### src/rtl/ptp_nco_pkg.sv
package ptp_nco_pkg;
  typedef enum logic [1:0] {
    SEL_LO   = 2'd0,
    SEL_MID  = 2'd1,
    SEL_TOP  = 2'd2,
    SEL_RATE = 2'd3
  } nco_sel_e;

  typedef struct packed {
    logic lo;
    logic mid;
    logic top;
    logic rate;
  } nco_wr_t;
endpackage

### src/rtl/nco_bus_decode.sv
module nco_bus_decode
  import ptp_nco_pkg::*;
#(
  parameter int ADDR_W = 4
) (
  input  logic              wr_en,
  input  logic [ADDR_W-1:0] addr,
  output nco_wr_t           wr_sel,
  output nco_sel_e          rd_sel
);
  localparam int IDX_W  = ADDR_W - 2;
  localparam int N_WORD = 4;

  logic [N_WORD-1:0] hit;
  logic              unused_lsb;

  assign unused_lsb = ^addr[1:0];

  genvar g;
  generate
    for (g = 0; g < N_WORD; g++) begin : g_word
      assign hit[g] = wr_en && (addr[ADDR_W-1:2] == IDX_W'(g));
    end
  endgenerate

  always_comb begin
    wr_sel.lo   = hit[SEL_LO];
    wr_sel.mid  = hit[SEL_MID];
    wr_sel.top  = hit[SEL_TOP];
    wr_sel.rate = hit[SEL_RATE];
    rd_sel      = nco_sel_e'(addr[3:2]);
  end
endmodule

### src/rtl/nco_time_accum.sv
module nco_time_accum
  import ptp_nco_pkg::*;
#(
  parameter int TIME_W     = 44,
  parameter int FRAC_W     = 28,
  parameter int INC_W      = 32,
  parameter int LO_W       = 4,
  parameter int MID_W      = 32,
  parameter int DATA_W     = 32,
  parameter int TOP_WR_LSB = 8
) (
  input  logic              clk,
  input  logic              rst,
  input  nco_wr_t           wr_sel,
  input  logic [DATA_W-1:0] wdata,
  output logic [TIME_W-1:0] time_q,
  output logic [INC_W-1:0]  inc_q
);
  localparam int TOP_W = TIME_W - LO_W - MID_W;
  localparam int ACC_W = TIME_W + FRAC_W;

  logic [FRAC_W-1:0] frac_q;
  logic [ACC_W-1:0]  sum;
  logic [TIME_W-1:0] time_nx;
  logic [FRAC_W-1:0] frac_nx;
  logic              any_time_wr;

  assign any_time_wr = wr_sel.lo || wr_sel.mid || wr_sel.top;

  always_comb begin
    sum     = {time_q, frac_q} + ACC_W'(inc_q);
    time_nx = sum[ACC_W-1:FRAC_W];
    frac_nx = sum[FRAC_W-1:0];
    if (wr_sel.lo) begin
      time_nx[LO_W-1:0] = wdata[LO_W-1:0];
      frac_nx           = '0;
    end
    if (wr_sel.mid) time_nx[LO_W +: MID_W] = wdata[MID_W-1:0];
    if (wr_sel.top) time_nx[LO_W+MID_W +: TOP_W] = wdata[TOP_WR_LSB +: TOP_W];
  end

  always_ff @(posedge clk) begin
    if (rst) begin
      time_q <= '0;
      frac_q <= '0;
      inc_q  <= '0;
    end else begin
      time_q <= time_nx;
      frac_q <= frac_nx;
      if (wr_sel.rate) inc_q <= wdata[INC_W-1:0];
    end
  end


  accum_step_chk: assert property (@(posedge clk) disable iff (rst)
    !any_time_wr |=> {time_q, frac_q} == $past({time_q, frac_q}) + ACC_W'($past(inc_q)));


  time_freeze_chk: assert property (@(posedge clk) disable iff (rst)
    (inc_q == '0 && !any_time_wr) |=> (time_q == $past(time_q) && frac_q == $past(frac_q)));


  lo_load_chk: assert property (@(posedge clk) disable iff (rst)
    wr_sel.lo |=> (frac_q == '0 && time_q[LO_W-1:0] == $past(wdata[LO_W-1:0])));


  mid_load_chk: assert property (@(posedge clk) disable iff (rst)
    wr_sel.mid |=> time_q[LO_W +: MID_W] == $past(wdata[MID_W-1:0]));


  top_load_chk: assert property (@(posedge clk) disable iff (rst)
    wr_sel.top |=> time_q[LO_W+MID_W +: TOP_W] == $past(wdata[TOP_WR_LSB +: TOP_W]));


  rate_load_chk: assert property (@(posedge clk) disable iff (rst)
    wr_sel.rate |=> inc_q == $past(wdata[INC_W-1:0]));
endmodule

### src/rtl/nco_read_port.sv
module nco_read_port
  import ptp_nco_pkg::*;
#(
  parameter int TIME_W = 44,
  parameter int INC_W  = 32,
  parameter int LO_W   = 4,
  parameter int MID_W  = 32,
  parameter int DATA_W = 32
) (
  input  logic              clk,
  input  logic              rst,
  input  logic              rd_en,
  input  nco_sel_e          rd_sel,
  input  logic [TIME_W-1:0] time_q,
  input  logic [INC_W-1:0]  inc_q,
  output logic [DATA_W-1:0] rdata
);
  localparam int TOP_W = TIME_W - LO_W - MID_W;

  logic [DATA_W-1:0] mux;

  always_comb begin
    unique case (rd_sel)
      SEL_LO:   mux = DATA_W'(time_q[LO_W-1:0]);
      SEL_MID:  mux = DATA_W'(time_q[LO_W +: MID_W]);
      SEL_TOP:  mux = DATA_W'(time_q[LO_W+MID_W +: TOP_W]);
      default:  mux = DATA_W'(inc_q);
    endcase
  end

  always_ff @(posedge clk) begin
    if (rst)        rdata <= '0;
    else if (rd_en) rdata <= mux;
  end


  top_read_zero_chk: assert property (@(posedge clk) disable iff (rst)
    (rd_en && rd_sel == SEL_TOP) |=> rdata[DATA_W-1:TOP_W] == '0);


  read_hold_chk: assert property (@(posedge clk) disable iff (rst)
    !rd_en |=> $stable(rdata));
endmodule

### src/rtl/ptp_nco_timer.sv
module ptp_nco_timer
  import ptp_nco_pkg::*;
#(
  parameter int TIME_W     = 44,
  parameter int FRAC_W     = 28,
  parameter int INC_W      = 32,
  parameter int LO_W       = 4,
  parameter int MID_W      = 32,
  parameter int DATA_W     = 32,
  parameter int ADDR_W     = 4,
  parameter int TOP_WR_LSB = 8
) (
  input  logic              clk,
  input  logic              rst,
  input  logic              bus_wr_en,
  input  logic              bus_rd_en,
  input  logic [ADDR_W-1:0] bus_addr,
  input  logic [DATA_W-1:0] bus_wdata,
  output logic [DATA_W-1:0] bus_rdata
);
  nco_wr_t           wr_sel;
  nco_sel_e          rd_sel;
  logic [TIME_W-1:0] time_q;
  logic [INC_W-1:0]  inc_q;

  nco_bus_decode #(.ADDR_W(ADDR_W)) u_dec (
    .wr_en  (bus_wr_en),
    .addr   (bus_addr),
    .wr_sel (wr_sel),
    .rd_sel (rd_sel)
  );

  nco_time_accum #(
    .TIME_W(TIME_W), .FRAC_W(FRAC_W), .INC_W(INC_W), .LO_W(LO_W),
    .MID_W(MID_W), .DATA_W(DATA_W), .TOP_WR_LSB(TOP_WR_LSB)
  ) u_acc (
    .clk    (clk),
    .rst    (rst),
    .wr_sel (wr_sel),
    .wdata  (bus_wdata),
    .time_q (time_q),
    .inc_q  (inc_q)
  );

  nco_read_port #(
    .TIME_W(TIME_W), .INC_W(INC_W), .LO_W(LO_W), .MID_W(MID_W), .DATA_W(DATA_W)
  ) u_rd (
    .clk    (clk),
    .rst    (rst),
    .rd_en  (bus_rd_en),
    .rd_sel (rd_sel),
    .time_q (time_q),
    .inc_q  (inc_q),
    .rdata  (bus_rdata)
  );
endmodule

### config.mk
export PLATFORM = sky130hd
export DESIGN_NAME = ptp_nco_timer
export DESIGN_NICKNAME = d
export VERILOG_FILES = /design/src/rtl/ptp_nco_pkg.sv /design/src/rtl/nco_bus_decode.sv /design/src/rtl/nco_time_accum.sv /design/src/rtl/nco_read_port.sv /design/src/rtl/ptp_nco_timer.sv
export SDC_FILE = /design/constraint.sdc
export NUM_CORES = 1
export LEC_CHECK = 0
export BUFFER_PORTS_ARGS = -buffer_cell sky130_fd_sc_hd__buf_2
export CAP_MARGIN = 20
export CORE_ASPECT_RATIO = 0.5
export CORE_MARGIN = 2
export CORE_UTILIZATION = 53
export CTS_CLUSTER_SIZE = 20
export DETAILED_ROUTE_END_ITERATION = 16
export PLACE_DENSITY = 0.73
export SLEW_MARGIN = 20
export SYNTH_ARGS = -nofsm -noshare
export SYNTH_HDL_FRONTEND = slang
export SYNTH_SLANG_ARGS = --single-unit
### constraint.sdc
create_clock -name clk -period 3.2 [get_ports clk]
set_input_delay 0.96 -clock clk [delete_from_list [all_inputs] [get_ports clk]]
set_output_delay 0.96 -clock clk [all_outputs]
set_load 0.1 [all_outputs]
==> reports/qor.yml, run 1 <==
synth-edff-count: 0
hold_violations: 0
slew_violations: 0
min_period_over_period: 0.965
hpwl_um: 16400
wl_per_cell_um: 18.7
stdcell_area_um2: 9000
reg2reg_depth: 13
die_w_um: 175
arrival_ps: 3420
core_um2: 14400
ant_nets: 0
synthMostInstantiatedCell: "dfxtp_1"
powerDensity_nw_per_um2: 475
r2r_end: "u_acc.time_q[14]$_SDFF_PP0_"
startpoint: "u_acc.inc_q[0]$_SDFFE_PP0P_"
start_kind: "flop"
place_congestion: 0.934
fin_worst_skew_ps: 12.3
synthTopCellsByCount: "dfxtp_1, nand2_1, nor2_1"
hold_class: "flop to flop"
synth_area_leaders: "dfxtp_1, a21oi_1, nand2_1"
max_cap_viol_count: 0
dpl.cell_count: 1192
r2r-start: "u_acc.inc_q[0]$_SDFFE_PP0P_"
cp.required_ps: 3530
utilization: 0.627
crit_end: "u_acc.time_q[14]$_SDFF_PP0_"
drtIter0Drc: 790
path_clk_slew_ps: 60
dr.pass1.iters: 5
num_vias: 7421
instances_no_fill: 1228
leakage_nw: 3.33
insertedDiodeCount: 0
clock-root-buffer: "clkbuf_16"
ys_types: 58
clock_latency_ps: 430
grt_overflow_total: 0
wl_um: 23000
async_flop_share: 0
design.die.area_um2: 15600
min_period_ps: 3090
syn_inst: 958
area_growth_pct: 16.6
timing.fmax_mhz: 324
worstMarginPinSlew_ps: 818
seq_area_um2: 2720
slowest_delay_ps: 400
route.detailed.drc: 0
ys_warn_count: 0
start_util: 0.538
grt_pass1_vias: 6529
drive_gt1_frac: 0.175
r2r_slack_ps: 110
end_kind: "flop"
synth_seq_area_share: 0.353
fillers: 1275
cts_made_buffers: 17
crit_chain: "ha_2, inv_1, fa_1, nor2b_2, o211ai_1, a21o_1, a31oi_4, o2111ai_4, buf_6, buf_4, a211oi_2, xnor2_1, a211oi_1"
synthFlopType: "dfxtp_1"
clock_sinks: 136
grt_start_max_net_pins: 65
die_h_um: 89.3
io-pin-count: 72
cts_tree: "yes"
track_usage: 0.291
fin_nets: 1090
synth-seq-cells: 136
htreeDepth: 4
cp_max_fo: 7
netlist.area_leader.share: 0.353
setup_tns_ps: 0
setup_viol: 0
yosys.area.top_type: "dfxtp_1"
synthesis.area_um2: 7720
hold_buffers: 0
clk_path_buf_depth: 2
multiInputGateArea_um2: 4810
grt_pass1_wl_um: 34900
syn_nets: 1031
rows: 31
ir_drop_mv: 0.314
critPathKind: "flop to flop"
max_slew_margin: 0.454
io_buffers: 69
antenna_found_initial: 0
placed_area_um2: 8280
viasPerCell: 6.04
slowest_stage: "fa_1"
syn_avg_cell_area_um2: 8.06
outcome: "complete, no violations"
[cells by family after synthesis]
group | share of synthesized area
compound gates | 0.212
xor+xnor | 0.0647
fa+ha+maj | 0.0545
buf+inv | 0.0363
flops | 0.353
mux | 0.0572
simple gates | 0.222
[report_power, final]
group | switching, W | leakage (nW) | internal (W) | total, W
clock network | 0.000857 | 0.290 | 0.00113 | 0.00198
registers | 0.0000735 | 1.11 | 0.00176 | 0.00183
logic | 0.000299 | 1.93 | 0.000162 | 0.000462
[metal layers]
metal | share of wire | track usage | up-vias
li1 | - | - | 3520
met1 | 0.47 | 0.421 | 3499
met2 | 0.42 | 0.436 | 369
met3 | 0.095 | 0.0659 | 33
met4 | 0.014 | 0.0856 | 0
met5 | 0 | 0 | -
[stage by stage]
step                      hold slack, ps  setup slack, ps  total power, W
final                                479              113         0.00428
after global routing                 508            -26.1         0.00442
after CTS                            485             51.6         0.00428
after detailed placement             477             13.8         0.00232
after global placement               471             46.2         0.00231
after floorplan                      450              492         0.00217
[critical path: cells and delay by family (launching register included)]
kind	cells	cell delay [ps]
simple gates	1	150
fa+ha+maj	2	610
flops	1	350
xor+xnor	1	100
compound gates	6	1340
buf+inv	3	430
[cells in the final DEF (no fill, tap or decap), drive strengths merged, types with 21 or more instances in the layout]
cell / n
ha: 32
nor2: 118
dfxtp: 136
xnor2: 47
a211oi: 48
buf: 94
nand2: 124
inv: 24
mux2: 25
a21oi: 111
o21ai: 37
nor2b: 30
nand4: 21
[sequential cells by signal (all words and copies together), names as in the netlist]
signal,count
u_acc.time_q,44
u_acc.frac_q,28
u_acc.inc_q,32
u_rd.rdata,32
[worst min-delay path by stage]
stage	start	endpoint	slack, ps	cells past startpoint
finish	u_acc.inc_q[0]$_SDFFE_PP0P_	u_acc.inc_q[0]$_SDFFE_PP0P_	480	2
global route	u_rd.rdata[5]$_SDFFE_PP0P_	u_rd.rdata[5]$_SDFFE_PP0P_	510	2
CTS	u_rd.rdata[6]$_SDFFE_PP0P_	u_rd.rdata[6]$_SDFFE_PP0P_	490	2
detailed placement	u_rd.rdata[6]$_SDFFE_PP0P_	u_rd.rdata[6]$_SDFFE_PP0P_	480	2
global placement	u_rd.rdata[1]$_SDFFE_PP0P_	u_rd.rdata[1]$_SDFFE_PP0P_	470	2
floorplan	u_acc.inc_q[28]$_SDFFE_PP0P_	u_acc.inc_q[28]$_SDFFE_PP0P_	450	2
[area by class of cell]
| class | count | share of cell area |
|---|---|---|
| repair buffers | 94 | 0.0631 |
| clock buffers | 18 | 0.0488 |
| flip-flops and latches | 136 | 0.303 |
| well taps | 198 | 0.0275 |
| inverters | 16 | 0.00667 |
| multi-input cells | 752 | 0.534 |
| clock inverters | 14 | 0.0170 |
[repair_timing]
item                       CTS  global route
gates resized for setup      2            15
setup endpoints to repair    5            24
pin swaps                    0             4
buffers inserted             0             4
gates cloned                 0             0
Power figures use the tool's default switching activity.
==> inputs of run 2 (changes only) <==
BUFFER_PORTS_ARGS = not set   (was -buffer_cell sky130_fd_sc_hd__buf_2)
DONT_BUFFER_PORTS = 1   (was not set)
PLACE_DENSITY = 0.69   (was 0.73)
==> reports/qor.yml, run 2 (same netlist as run 1, synthesis figures left out) <==
io-pin-count: 72  # unchanged
fillers: 1303  # +2.2%
viasPerCell: 6.12  # +1.3%
clock-root-buffer: "clkbuf_16"
clk_path_buf_depth: 2  # unchanged
start_util: 0.538  # unchanged
hold_ws_ps: 485  # +6.80 ps
internal_power_w: 0.00300  # -1.6%
use_met3: 0.0833  # +0.0174
fin_worst_skew_ps: 11.4  # -0.882 ps
leakage_nw: 2.95  # -11%
slew_violations: 0  # unchanged
hpwl_um: 15900  # -2.6%
instances_no_fill: 1151  # -6.3%
end_kind: "flop"
drtIter0Drc: 792  # +0.25%
setup_viol: 0  # unchanged
cts_tree: "yes"
worstMarginPinSlew_ps: 984  # +166 ps
hold_violations: 0  # unchanged
p_clk_frac: 0.474  # +0.011
rows: 31  # unchanged
grt_overflow_total: 0  # unchanged
critPathKind: "flop to flop"
mostFrequentLayoutCell: "dfxtp_1"
start_kind: "flop"
die_h_um: 89.3  # unchanged
cp_max_fo: 9  # +2
max_cap_viol_count: 0  # unchanged
grt_start_max_net_pins: 112  # +72%
hold_buffers: 0  # unchanged
core_um2: 14400  # unchanged
dpl.cell_count: 1119  # -6.1%
outcome: "complete, no violations"
design.die.area_um2: 15600  # unchanged
arrival_ps: 3380  # -40 ps
final_cell_mix: "dfxtp_1, nand2_1, nor2_1, a21oi_1, a211oi_1"
grt_pass1_wl_um: 35500  # +2.0%
grt_busiest_layer: "met1"
utilization: 0.594  # -0.0335
powerDensity_nw_per_um2: 491  # +3.2%
regMostFlops: "u_acc.time_q"
switching_power_w: 0.00118  # -4.1%
grt_pass1_vias: 6456  # -1.1%
route.detailed.drc: 0  # unchanged
insertedDiodeCount: 0  # unchanged
hold_class: "flop to flop"
seqPwrFrac: 0.454  # +0.025
cp.required_ps: 3540  # about the same
largest_reg_flops: 44  # unchanged
wl_per_cell_um: 19.7  # +5.0%
area_growth_pct: 10.4
path_clk_slew_ps: 70  # about the same
htreeDepth: 4  # unchanged
setup_tns_ps: 0  # unchanged
antenna_found_initial: 0  # unchanged
p_sw_frac: 0.282  # -0.00524
timing.fmax_mhz: 329  # +1.5%
max_slew_margin: 0.343  # -0.111
cts_made_buffers: 17  # unchanged
die_w_um: 175  # unchanged
place_congestion: 0.919  # -1.6%
min_period_over_period: 0.951  # -0.0140
ant_nets: 0  # unchanged
ir_drop_mv: 0.331  # +5.5%
clock_sinks: 136  # unchanged
dr.pass1.iters: 6  # +1
num_vias: 7048  # -5.0%
clock_latency_ps: 430  # about the same
drive_gt1_frac: 0.0976  # -0.0772
io_buffers: 0  # -100%
use_met2: 0.425  # -0.0104
track_usage: 0.297  # +0.00543
cts_setup_buffers: 0  # unchanged
min_period_ps: 3040  # -44.7 ps
met1_usage: 0.430  # +0.00900
combPwrFrac: 0.072  # -0.036
top_regs: "u_acc.time_q: 44 flops, u_acc.inc_q: 32 flops, u_rd.rdata: 32 flops"
wl_um: 22600  # -1.6%
fin_nets: 1013  # -7.1%
[run 2: changes by cell type in the layout (fill, tap and decap cells not counted), moves of 2 or more]
cell and delta:
a211oi_2 -5, a211oi_1 +5, clkinvlp_4 +3, clkinv_4 -4
buf_4 -7, buf_2 -68, a2111oi_1 +2
[run 2: final cells by class]
class	instances	area [um2]	share of cell area
inverters	16	60.1	0.00705
multi-input cells	752	4760	0.559
clock buffers	18	429	0.0504
well taps	198	248	0.0291
repair buffers	17	144	0.0169
clock inverters	14	156	0.0184
flip-flops and latches	136	2720	0.320
[run 2: critical path, stage by stage (launching register included)]
cell and delay (ps):
dfxtp_1 360, ha_1 180, inv_1 50, fa_1 390, nor2b_1 170, o211ai_1 120
a21o_1 250, a31oi_4 220, o2111ai_4 270, buf_6 240, a2111oi_4 340, xnor2_1 100
a211oi_1 250
[run 2: path summary, 6_finish.rpt]
check	startpoint	endpoint	slack (ps)	cells past startpoint
max	u_acc.inc_q[0]$_SDFFE_PP0P_	u_acc.time_q[40]$_SDFF_PP0_	160	12
min reg2reg	u_acc.inc_q[0]$_SDFFE_PP0P_	u_acc.inc_q[0]$_SDFFE_PP0P_	490	2
max reg2reg	u_acc.inc_q[0]$_SDFFE_PP0P_	u_acc.time_q[40]$_SDFF_PP0_	160	12
min	u_acc.inc_q[0]$_SDFFE_PP0P_	u_acc.inc_q[0]$_SDFFE_PP0P_	490	2
[run 2: per-stage QoR]
stage | instance area [um2] | setup slack (ps) | power [W]
3_3_place_gp | 7890 | 72.1 | 0.00222
5_1_grt | 8520 | -17.4 | 0.00431
2_1_floorplan | 7720 | 492 | 0.00217
6_report | 8520 | 157 | 0.00418
4_1_cts | 8480 | 104 | 0.00419
3_5_place_dp | 7890 | 39.9 | 0.00222
[run 2: metal layers]
metal,up-vias,part of all wire
met5,-,0
met4,0,0.018
met3,35,0.10
met2,307,0.41
met1,3322,0.47
li1,3384,-
[run 2: power by group through the flow]
| stage | clock [W] | combinational, W | sequential [W] |
|---|---|---|---|
| floorplan | 0 | 0.000274 | 0.00190 |
| global placement | 0 | 0.000286 | 0.00193 |
| detailed placement | 0 | 0.000293 | 0.00193 |
| CTS | 0.00200 | 0.000296 | 0.00189 |
| global route | 0.00207 | 0.000335 | 0.00190 |
| finish | 0.00198 | 0.000300 | 0.00190 |
[run 2: timing repair]
action	CTS	global route
pin swaps	0	1
gates resized for setup	1	5
setup endpoints to repair	1	13
==> inputs of run 3 (changes only) <==
HOLD_SLACK_MARGIN = 0.08   (was not set)
REMOVE_ABC_BUFFERS = 1   (was not set)
==> reports/qor.yml, run 3 (same netlist as run 1, synthesis figures left out) <==
outcome: "complete, no violations"
max_cap_viol_count: 0  # unchanged
clk_path_buf_depth: 2  # unchanged
cts_setup_buffers: 0  # unchanged
leakage_nw: 2.95  # -0.25%
hold_class: "flop to flop"
regMostFlops: "u_acc.time_q"
fin_worst_skew_ps: 10.6  # -0.839 ps
hold_buffers: 0  # unchanged
internal_power_w: 0.00308  # +2.7%
cp_max_fo: 20  # +11
route.detailed.drc: 0  # unchanged
ir_drop_mv: 0.305  # -7.9%
clock_latency_ps: 430  # about the same
mostFrequentLayoutCell: "dfxtp_1"
setup_viol: 0  # unchanged
clock_sinks: 136  # unchanged
max_slew_margin: 0.343  # about the same
cts_tree: "yes"
drive_gt1_frac: 0.0980  # +0.000411
design.die.area_um2: 15600  # unchanged
largest_reg_flops: 44  # unchanged
die_h_um: 89.3  # unchanged
num_vias: 6952  # -1.4%
antenna_found_initial: 0  # unchanged
combPwrFrac: 0.069  # -0.003
dpl.cell_count: 1115  # -0.36%
final_cell_mix: "dfxtp_1, nand2_1, nor2_1, a21oi_1, a211oi_1"
grt_pass1_wl_um: 34200  # -3.7%
viasPerCell: 6.06  # -1.0%
critPathKind: "flop to flop"
stdcell_area_um2: 8510  # -0.15%
place_congestion: 0.911  # -0.90%
grt_overflow_total: 0  # unchanged
start_kind: "flop"
fillers: 1309  # +0.46%
core_um2: 14400  # unchanged
cp.required_ps: 3540  # about the same
fin_nets: 1009  # -0.39%
top_regs: "u_acc.time_q: 44 flops, u_acc.inc_q: 32 flops, u_rd.rdata: 32 flops"
io-pin-count: 72  # unchanged
grt_pass1_vias: 6326  # -2.0%
grt_start_max_net_pins: 112  # unchanged
wl_um: 21800  # -3.7%
end_kind: "flop"
wl_per_cell_um: 19.0  # -3.4%
min_period_over_period: 0.950  # about the same
min_period_ps: 3040  # -1.09 ps
ant_nets: 0  # unchanged
rows: 31  # unchanged
p_clk_frac: 0.482  # +0.008
setup_ws_ps: 159  # +1.09 ps
dr.pass1.iters: 4  # -2
area_growth_pct: 10.2
setup_tns_ps: 0  # unchanged
switching_power_w: 0.00115  # -2.8%
hpwl_um: 15100  # -5.1%
track_usage: 0.284  # -0.0132
start_util: 0.538  # unchanged
clock-root-buffer: "clkbuf_16"
timing.fmax_mhz: 329  # about the same
instances_no_fill: 1147  # -0.35%
slew_violations: 0  # unchanged
hold_violations: 0  # unchanged
htreeDepth: 4  # unchanged
worstMarginPinSlew_ps: 984  # -0.151 ps
insertedDiodeCount: 0  # unchanged
place_ws_ps: 186  # +146 ps
path_clk_slew_ps: 70  # about the same
die_w_um: 175  # unchanged
p_sw_frac: 0.271  # -0.0110
seqPwrFrac: 0.449  # -0.005
placed_area_um2: 7860  # -0.38%
arrival_ps: 3380  # about the same
powerDensity_nw_per_um2: 497  # +1.3%
hold_ws_ps: 494  # +8.86 ps
cts_made_buffers: 17  # unchanged
drtIter0Drc: 640  # -19%
io_buffers: 0  # unchanged
==> run 3: changes by cell type in the layout (fill, tap and decap cells not counted), sizes merged <==
cell | before | now
buf | 17 | 13
clkinv | 1 | 3
inv | 24 | 22
bufinv | 1 | 2
clkinvlp | 4 | 3
==> run 3: metal layers <==
| layer | part of all wire | vias to the layer above | routed length, um | global-route usage |
|---|---|---|---|---|
| met5 | 0 | - | 0 | 0 |
| met4 | 0.0084 | 0 | 184 | 0.0833 |
| met3 | 0.092 | 18 | 2010 | 0.0493 |
| met2 | 0.42 | 261 | 9220 | 0.429 |
| met1 | 0.48 | 3296 | 10400 | 0.415 |
| li1 | - | 3377 | - | - |
==> run 3: path summary, 6_finish.rpt <==
check	cells after the start	from	endpoint	slack, ps
setup / recovery	12	u_acc.inc_q[0]$_SDFFE_PP0P_	u_acc.time_q[20]$_SDFF_PP0_	160
hold / removal	2	u_acc.inc_q[2]$_SDFFE_PP0P_	u_acc.inc_q[2]$_SDFFE_PP0P_	490
setup reg to reg	12	u_acc.inc_q[0]$_SDFFE_PP0P_	u_acc.time_q[20]$_SDFF_PP0_	160
hold reg to reg	2	u_acc.inc_q[2]$_SDFFE_PP0P_	u_acc.inc_q[2]$_SDFFE_PP0P_	490
==> run 3: stage by stage <==
stage,utilization,power [W]
floorplan,-,0.00213
global placement,0.548,0.00221
detailed placement,0.548,0.00222
CTS,0.589,0.00423
global route,0.593,0.00434
finish,0.593,0.00423
==> run 3: power groups by stage <==
stage / Combinational, W / Clock (W) / Sequential, W
2_1_floorplan: 0.000232 / 0 / 0.00190
3_3_place_gp: 0.000279 / 0 / 0.00193
3_5_place_dp: 0.000287 / 0 / 0.00193
4_1_cts: 0.000290 / 0.00204 / 0.00190
5_1_grt: 0.000324 / 0.00211 / 0.00191
6_report: 0.000293 / 0.00204 / 0.00190
==> run 3: area by class of cell <==
class	count	area (um2)	area share
Clock buffer	18	439	0.0516
Clock inverter	14	163	0.0191
Inverter	16	60.1	0.00706
Multi-Input combinational cell	752	4760	0.560
Sequential cell	136	2720	0.320
Tap cell	198	248	0.0291
Timing Repair Buffer	13	110	0.0129
==> run 3: repair_timing <==
item                                    CTS  global route
resized for setup                         0             7
endpoints found under the hold margin     0             0
endpoints found under the setup margin    0            13
==> run 3: worst max-delay path: stages, from the launching register on <==
cell,delay [ps]
dfxtp_1,360
ha_1,200
inv_1,60
fa_1,370
nor2b_1,170
o211ai_1,120
a21o_1,260
a31oi_4,230
o2111ai_2,170
buf_12,210
a2111oi_1,450
xnor2_1,110
a211oi_1,230
